===== src/rtl/lcd_seg_pkg.sv =====
package lcd_seg_pkg;
   typedef enum logic {
      DRV_CORR = 1'b0,
      DRV_PWM  = 1'b1
   } drive_mode_e;
endpackage


===== src/rtl/lcd_seg_timebase.sv =====
module lcd_seg_timebase #(
   parameter int NUM_COM = 8,
   parameter int CLK_DIV = 4,
   parameter int DUTY_W  = 4,
   localparam int COM_W  = $clog2(NUM_COM)
) (
   input  logic              clk,
   input  logic              rst_n,
   input  logic              en,
   input  logic [COM_W-1:0]  mux_sel,
   output logic [DUTY_W-1:0] step,
   output logic [COM_W-1:0]  slot,
   output logic              pol,
   output logic              frame_end
);
   localparam int DIV_W = (CLK_DIV > 1) ? $clog2(CLK_DIV) : 1;
   localparam logic [DUTY_W-1:0] STEP_LAST = '1;

   logic tick;

   generate
      if (CLK_DIV > 1) begin : g_div
         logic [DIV_W-1:0] div_q;
         always_ff @(posedge clk or negedge rst_n) begin
            if (!rst_n)                         div_q <= '0;
            else if (!en || tick)               div_q <= '0;
            else                                div_q <= div_q + 1'b1;
         end
         assign tick = (div_q == DIV_W'(CLK_DIV - 1));
      end else begin : g_nodiv
         assign tick = 1'b1;
      end
   endgenerate

   assign frame_end = en && tick && (step == STEP_LAST) && (slot >= mux_sel);

   always_ff @(posedge clk or negedge rst_n) begin
      if (!rst_n) begin
         step <= '0;
         slot <= '0;
         pol  <= 1'b0;
      end else if (!en) begin
         step <= '0;
         slot <= '0;
         pol  <= 1'b0;
      end else if (tick) begin
         step <= step + 1'b1;
         if (step == STEP_LAST) begin
            if (slot >= mux_sel) begin
               slot <= '0;
               pol  <= ~pol;
            end else begin
               slot <= slot + 1'b1;
            end
         end
      end
   end
endmodule


===== src/rtl/lcd_seg_buffer.sv =====
module lcd_seg_buffer #(
   parameter int NUM_COM = 8,
   parameter int NUM_SEG = 28,
   localparam int SEG_W  = $clog2(NUM_SEG)
) (
   input  logic                              clk,
   input  logic                              rst_n,
   input  logic                              wr_en,
   input  logic [SEG_W-1:0]                  wr_addr,
   input  logic [NUM_COM-1:0]                wr_data,
   input  logic                              load,
   output logic [NUM_SEG-1:0][NUM_COM-1:0]   shadow_o
);
   logic [NUM_SEG-1:0][NUM_COM-1:0] words_q;

   always_ff @(posedge clk or negedge rst_n) begin
      if (!rst_n) begin
         words_q <= '0;
      end else if (wr_en && (32'(wr_addr) < NUM_SEG)) begin
         words_q[wr_addr] <= wr_data;
      end
   end

   always_ff @(posedge clk or negedge rst_n) begin
      if (!rst_n)    shadow_o <= '0;
      else if (load) shadow_o <= words_q;
   end
endmodule


===== src/rtl/lcd_seg_wave.sv =====
module lcd_seg_wave
   import lcd_seg_pkg::*;
#(
   parameter int NUM_COM = 8,
   parameter int NUM_SEG = 28,
   parameter int DUTY_W  = 4,
   localparam int COM_W  = $clog2(NUM_COM)
) (
   input  logic                             en,
   input  drive_mode_e                      mode,
   input  logic [COM_W-1:0]                 mux_sel,
   input  logic [DUTY_W-1:0]                duty,
   input  logic [DUTY_W-1:0]                step,
   input  logic [COM_W-1:0]                 slot,
   input  logic                             pol,
   input  logic [NUM_SEG-1:0][NUM_COM-1:0]  shadow,
   output logic [NUM_COM-1:0]               com_o,
   output logic [NUM_SEG-1:0]               seg_o
);
   logic unlit_against;
   logic idle_com;

   assign unlit_against = (mode == DRV_PWM) && (step < duty);
   assign idle_com      = pol ^ step[0];

   generate
      for (genvar s = 0; s < NUM_SEG; s++) begin : g_seg
         logic lit;
         assign lit      = shadow[s][slot];
         assign seg_o[s] = en & ((lit | unlit_against) ? ~pol : pol);
      end
      for (genvar c = 0; c < NUM_COM; c++) begin : g_com
         logic used;
         assign used     = (COM_W'(c) <= mux_sel);
         assign com_o[c] = en & used & ((slot == COM_W'(c)) ? pol : idle_com);
      end
   endgenerate
endmodule


===== src/rtl/lcd_seg_drv.sv =====
module lcd_seg_drv
   import lcd_seg_pkg::*;
#(
   parameter int NUM_COM = 8,
   parameter int NUM_SEG = 28,
   parameter int CLK_DIV = 4,
   parameter int DUTY_W  = 4,
   localparam int COM_W  = $clog2(NUM_COM),
   localparam int SEG_W  = $clog2(NUM_SEG)
) (
   input  logic               clk,
   input  logic               rst_n,
   input  logic               enable,
   input  logic               drive_mode,
   input  logic [COM_W-1:0]   mux_sel,
   input  logic [DUTY_W-1:0]  pwm_duty,
   input  logic               wr_en,
   input  logic [SEG_W-1:0]   wr_addr,
   input  logic [NUM_COM-1:0] wr_data,
   output logic [NUM_COM-1:0] com_o,
   output logic [NUM_SEG-1:0] seg_o,
   output logic               frame_pol
);
   generate
      if (NUM_COM < 2 || NUM_COM > 8 || (NUM_COM & (NUM_COM - 1)) != 0) begin : g_bad_com
         $error("NUM_COM must be 2, 4 or 8");
      end
      if (NUM_SEG < 2 || NUM_SEG > 64) begin : g_bad_seg
         $error("NUM_SEG must be 2..64");
      end
      if (CLK_DIV < 1) begin : g_bad_div
         $error("CLK_DIV must be at least 1");
      end
      if (DUTY_W < 1 || DUTY_W > 8) begin : g_bad_duty
         $error("DUTY_W must be 1..8");
      end
   endgenerate

   logic [DUTY_W-1:0]               step;
   logic [COM_W-1:0]                slot;
   logic                            frame_end;
   logic [NUM_SEG-1:0][NUM_COM-1:0] shadow;

   lcd_seg_timebase #(
      .NUM_COM (NUM_COM),
      .CLK_DIV (CLK_DIV),
      .DUTY_W  (DUTY_W)
   ) i_timebase (
      .clk       (clk),
      .rst_n     (rst_n),
      .en        (enable),
      .mux_sel   (mux_sel),
      .step      (step),
      .slot      (slot),
      .pol       (frame_pol),
      .frame_end (frame_end)
   );

   lcd_seg_buffer #(
      .NUM_COM (NUM_COM),
      .NUM_SEG (NUM_SEG)
   ) i_buffer (
      .clk      (clk),
      .rst_n    (rst_n),
      .wr_en    (wr_en),
      .wr_addr  (wr_addr),
      .wr_data  (wr_data),
      .load     (frame_end | ~enable),
      .shadow_o (shadow)
   );

   lcd_seg_wave #(
      .NUM_COM (NUM_COM),
      .NUM_SEG (NUM_SEG),
      .DUTY_W  (DUTY_W)
   ) i_wave (
      .en      (enable),
      .mode    (drive_mode_e'(drive_mode)),
      .mux_sel (mux_sel),
      .duty    (pwm_duty),
      .step    (step),
      .slot    (slot),
      .pol     (frame_pol),
      .shadow  (shadow),
      .com_o   (com_o),
      .seg_o   (seg_o)
   );
endmodule


===== config.mk =====
export PLATFORM = sky130hd
export DESIGN_NAME = lcd_seg_drv
export DESIGN_NICKNAME = d
export VERILOG_FILES = /design/src/rtl/lcd_seg_pkg.sv /design/src/rtl/lcd_seg_timebase.sv /design/src/rtl/lcd_seg_buffer.sv /design/src/rtl/lcd_seg_wave.sv /design/src/rtl/lcd_seg_drv.sv
export SDC_FILE = /design/constraint.sdc
export NUM_CORES = 1
export LEC_CHECK = 0
export ABC_AREA = 1
export BUFFER_PORTS_ARGS = -buffer_cell sky130_fd_sc_hd__clkbuf_2
export CAP_MARGIN = 20
export CELL_PAD_IN_SITES_DETAIL_PLACEMENT = 0
export CELL_PAD_IN_SITES_GLOBAL_PLACEMENT = 1
export CORE_MARGIN = 2
export CORE_UTILIZATION = 47
export CTS_BUF_LIST = sky130_fd_sc_hd__clkbuf_16
export DETAILED_ROUTE_END_ITERATION = 12
export MAX_ROUTING_LAYER = met4
export PLACE_DENSITY_LB_ADDON = 0.1
export REMOVE_ABC_BUFFERS = 1
export SLEW_MARGIN = 20
export SYNTH_ARGS = -nofsm -noshare
export SYNTH_HDL_FRONTEND = slang
export SYNTH_SLANG_ARGS = --single-unit

===== constraint.sdc =====
create_clock -name clk -period 3.5 [get_ports clk]
set_clock_uncertainty 0.2 [all_clocks]
set_input_delay 0.7 -clock clk [delete_from_list [all_inputs] [get_ports clk]]
set_output_delay 0.7 -clock clk [all_outputs]
set_load 0.005 [all_outputs]

After elaboration in Yosys (flattened, before gate mapping) --
Index checks and enable logic that the tools add are counted.
Storage, ports and cells: register bits after elaboration 458, output and inout port bits 37
Operators by class: add/sub/neg operators 3, magnitude comparators 14, equality and inequality tests 12, mux-type cells 106, bitwise logic cells 76, reduce and logical (&&, ||, !) cells 11
Operators by type and width (count):
- bitwise mux 224 bit | 1
- binary-select mux 1 bit (select 3 bit) | 28
- two-way mux 1 bit | 68
- bitwise AND 1 bit | 44
- demux 8 bit (select 5 bit) | 1
- OR 1 bit | 29
- equality test 3 bit, second input constant | 4
- <= comparator 3 bit, first input constant | 4
- two-way mux 3 bit | 4
- two-way mux 4 bit | 2
- two-way mux 8 bit | 1
- equality test 3 x 2 -> 1 bit, second input constant | 2
- <= comparator 1 x 3 -> 1 bit, first input constant | 2
- <= comparator 2 x 3 -> 1 bit, first input constant | 2
- logical AND 1 bit | 6
- < comparator 5 x 6 -> 1 bit, second input constant | 1
- inequality test 2 x 1 -> 1 bit, second input constant | 3
- >= comparator 5 x 1 -> 1 bit, second input constant | 1
- < comparator 5 bit, second input constant | 1
- adder 4 x 1 -> 4 bit, second input constant | 1
- equality test 4 bit, second input constant | 1
- < comparator 3 x 4 -> 1 bit, second input constant | 1
- < comparator 4 bit | 1
- adder 3 x 1 -> 3 bit, second input constant | 1
- other kinds (12) | 13

Longest topological paths before layout --
word-level depth 5, mapped depth 15, gate-level depth less buffers 10

Cells and area by module --
Synthesis repeated with hierarchy kept, for this count alone.
Unflattened totals: cell total of the unflattened synthesis 2387, area, all modules 20855.0 sq um
Modules (own cells, without submodules):
- lcd_seg_buffer | instances 1, cells each 1492, area each 16980.0 sq um
- lcd_seg_wave | instances 1, cells each 823, area each 3291.9 sq um
- lcd_seg_timebase | instances 1, cells each 70, area each 575.6 sq um
- lcd_seg_drv | instances 1, cells each 2, area each 7.5 sq um

Worst setup path after synthesis --
Ideal clock, no wire load.
path type input port to output port, start in pwm_duty[3], end out seg_o[0], data arrival time 1823 ps, path slack 777 ps, stages 11, buffers on the path 1, cell sequence inv_1 -> ha_1 -> nand2_1 -> nand2_1 -> nor2_1 -> nand2_1 -> buf_2 -> nand3_1 -> nand2_1 -> nand2_1 -> nor2_1
Between the ends: word-level cells in the longest chain between the ends 5
Ends and longest elaborated chain:
- start: declaration | RTL line lcd_seg_drv.sv:16 | input logic [DUTY_W-1:0] pwm_duty,
- < comparator 4 bit | RTL line lcd_seg_wave.sv:23 | assign unlit_against = (mode == DRV_PWM) && (step < duty);
- logical AND 1 bit | RTL line lcd_seg_wave.sv:23
- OR 1 bit | RTL line lcd_seg_wave.sv:30 | assign seg_o[s] = en & ((lit | unlit_against) ? ~pol : pol);
- two-way mux 1 bit | RTL line lcd_seg_wave.sv:30
- bitwise AND 1 bit | RTL line lcd_seg_wave.sv:30
- end: declaration | RTL line lcd_seg_drv.sv:21 | output logic [NUM_SEG-1:0] seg_o,
No other way between the ends.

Worst setup path in the final report --
start reg i_timebase.slot[1], end out seg_o[13]
Between the ends: word-level cells in the longest chain between the ends 5
Ends and longest elaborated chain:
- start: declaration | RTL line lcd_seg_timebase.sv:12 | output logic [COM_W-1:0] slot,
- start signal: assignment | RTL line lcd_seg_timebase.sv:53 | slot <= slot + 1'b1;
- binary-select mux 1 bit (select 3 bit) | RTL line lcd_seg_wave.sv:29 | assign lit = shadow[s][slot];
- two-way mux 1 bit (implied by the code) | RTL line lcd_seg_wave.sv:29
- OR 1 bit | RTL line lcd_seg_wave.sv:30
- two-way mux 1 bit | RTL line lcd_seg_wave.sv:30
- bitwise AND 1 bit | RTL line lcd_seg_wave.sv:30
No other way between the ends. The select of a mux whose other input is x is not followed.

==> impl_metrics.ini <==
[outcome]
status = finished, final reports clean

[power_and_ir_drop]
powerDensity_mw_per_mm2 = 599
power_frac_seq = 0.491
clkPwrFrac = 0.384
swShare = 0.266
p_comb_frac = 0.125
p_int_uw = 10100
ir_worst_vdd_uv = 381
switching_power_uw = 3640
power.leakage_uw = 0.0116

[clock_tree]
cts_setup_buffers = 0
path_clk_slew_ns = 0.06
clock-sinks = 458
cts_buffers = 50
clk_latency_ns = 0.58
max-clock-path-buffers = 3
cts_tree = done
root_buffer = clkbuf_16
cts-htree-levels = 2

[route]
drt_pass1_iterations = 6
drt_iter0_markers = 1221
avgRoutedWirePerCell_um = 18.6
ant_nets = 0
vias = 16600
drc = 0
via_per_inst = 5.43
drt_wl_total_um = 56900

[synth]
ys_ff_latch = 458
synthesis.area_mm2 = 0.0203
syn_avg_cell_area_um2 = 8.26
yosysSeqAreaShare = 0.566
ys_warn_count = 0
yosysUniqueCellTypes = 25
synth_cells = 2451

[sta]
timing.fmax_ghz = 0.298
hold_viol_final = 0
finalSetupViolations = 0
rsz0062_at_grt = false
fin_setup_tns_ns = 0
fin_crit_sh = 0.958
worst_pin_slew_ns = 0.845
min_period_ns = 3.35
relSlewSlack = 0.437
finalMaxSlewViolations = 0

[worst_setup_path]
r2r-end = i_buffer.shadow_o[132]
crit_top_cell = nand3_1
required_ns = 2.60
reg2reg_from = i_timebase.slot[1]
worst-path-buf-inv = 3
crit_type = reg -> out
start_kind = flip-flop
crit_path_end_kind = primary output
max_stage_delay_ns = 0.43
cp_top_family = buffers and inverters
r2r_slack_ns = 0.76
worstPathArrival_ns = 2.45
cp_slowest_cell = dfrtp_2
cp_max_fo = 26
worstRegToRegCells = 10
path_cells = inv_2 -> buf_12 -> nand3_1 -> nand3_1 -> nand3_1 -> nand2_1 -> nand2_1 -> nor2_1 -> clkbuf_2

[die]
fp.dieH_um = 212
dieArea_mm2 = 0.0448
core-area_mm2 = 0.0428
initial_core_util = 0.473
die_x_um = 212
rows = 76
ios = 62

[min_path]
min_path_type = reg -> reg
holdPathEnd = i_timebase.g_div.div_q[0]
min_path_cells = 1
hold_start = i_timebase.g_div.div_q[0]

[place]
io_buffer_count = 61
place.gp.congestion = 0.750
dpl_cell_area_mm2 = 0.0212
dp_hpwl_um = 29800

[layout]
layout_common_cells = 1004 x nand2_1, 454 x dfrtp_1, 429 x nand3_1
diodes = 0
fillerInstances = 4094
stdcell_area_mm2 = 0.0229
area_growth_pct = 12.8
final_common_cell = nand2_1
fin_util = 0.534
final_nets = 2509
drive_above_1_share = 0.0878

[global_routing]
gr-total-overflow = 0
track_usage = 0.272
grt_max_degree = 159
antenna_found_initial = 0
grt_pass1_vias = 16200
grt_pass1_wl_um = 91500

[flow_run]
maxCapViolCount = 0
## how the worst max path moves through the flow
| stage | start | endpoint | cells past startpoint |
|---|---|---|---|
| after CTS | i_timebase.slot[0] | seg_o[22] | 9 |
| after floorplan | i_timebase.slot[0] | i_timebase.pol | 8 |
| after detailed placement | pwm_duty[3] | seg_o[14] | 13 |
| after global routing | i_timebase.slot[1] | seg_o[0] | 9 |
| final | i_timebase.slot[1] | seg_o[13] | 9 |
| after global placement | pwm_duty[3] | seg_o[0] | 13 |
## power by group through the flow
stage          clock network, uW  registers [uW]  logic (uW)
6_report                    5260            6720        1710
5_1_grt                     5590            6840        2020
4_1_cts                     5370            6720        1740
3_5_place_dp                   0            6790        1730
3_3_place_gp                   0            6770        1670
2_1_floorplan                  0            6700        1110
## through the flow
| stage | power [uW] | setup slack (ns) | hold WS, ns | cells |
|---|---|---|---|---|
| 2_1_floorplan | 7820 | -10.11 | 0.204 | 2275 |
| 3_3_place_gp | 8450 | 0.543 | 0.219 | 2963 |
| 3_5_place_dp | 8520 | 0.526 | 0.235 | 2963 |
| 4_1_cts | 13800 | 0.00431 | 0.242 | 3053 |
| 5_1_grt | 14500 | 0.0175 | 0.266 | 3053 |
| 6_report | 13700 | 0.147 | 0.244 | 3053 |
## layout make-up
type / count / area, um2 / area share
tap: 546 / 683 / 0.0299
clock inverter: 36 / 302 / 0.0132
multi-input combinational: 1783 / 7740 / 0.339
clock buffer: 53 / 1330 / 0.0580
inverter: 34 / 135 / 0.00591
sequential: 458 / 11500 / 0.502
timing repair buffer: 143 / 1190 / 0.0522
## synthesized netlist by cell type
| cell type | number | area, um2 |
|---|---|---|
| nor4_1 | 1 | 6.26 |
| o21ai_0 | 229 | 1150 |
| o22ai_1 | 1 | 6.26 |
| o31ai_1 | 1 | 7.51 |
| a21oi_1 | 11 | 55.1 |
| clkbuf_1 | 91 | 342 |
| a211oi_1 | 1 | 7.51 |
| nor2_1 | 65 | 244 |
| nand4_1 | 2 | 12.5 |
| o32ai_1 | 1 | 8.76 |
| buf_1 | 14 | 52.6 |
| inv_1 | 32 | 120 |
| inv_2 | 1 | 3.75 |
| xor2_1 | 1 | 8.76 |
| dfrtp_1 | 458 | 11500 |
| buf_4 | 3 | 22.5 |
| nand2_2 | 1 | 6.26 |
| ha_1 | 14 | 175 |
| nor3_1 | 18 | 90.1 |
| buf_2 | 40 | 200 |
| nand3_1 | 429 | 2150 |
| clkinv_1 | 1 | 3.75 |
| nor3_2 | 4 | 40.0 |
| buf_6 | 28 | 315 |
| nand2_1 | 1004 | 3770 |
## layer usage
layer / GRT usage / up-vias / part of all wire
met5: - / - / 0
met2: 0.440 / 373 / 0.47
met3: 0.0270 / 67 / 0.041
li1: - / 8003 / -
met4: 0.0661 / 0 / 0.016
met1: 0.373 / 8123 / 0.47
## state kept, by name, indices dropped and copies added (netlist names)
signal	flops
i_timebase.g_div.div_q	2
i_timebase.slot	3
i_buffer.shadow_o	224
i_buffer.words_q	224
i_timebase.step	4
i_timebase.pol	1
## kinds of logic (layout without fill, tap and decap cells)
kind of cell / after synthesis / in the layout / synth area share
adders and majority gates: 14 / 14 / 0.00865
DFF: 458 / 458 / 0.566
and+or+nand+nor: 1524 / 1524 / 0.312
xor gates and xnor gates: 1 / 1 / 0.000433
buffers and inverters: 210 / 266 / 0.0523
AOI/OAI and AO/OA: 244 / 244 / 0.0608
## what timing repair did
item,CTS,global route
setup endpoints to repair,1,8
hold buffers,1,0
gates resized for setup,1,3
endpoints found under the hold margin,47,0
No activity file was read; power rests on OpenSTA's default activity.
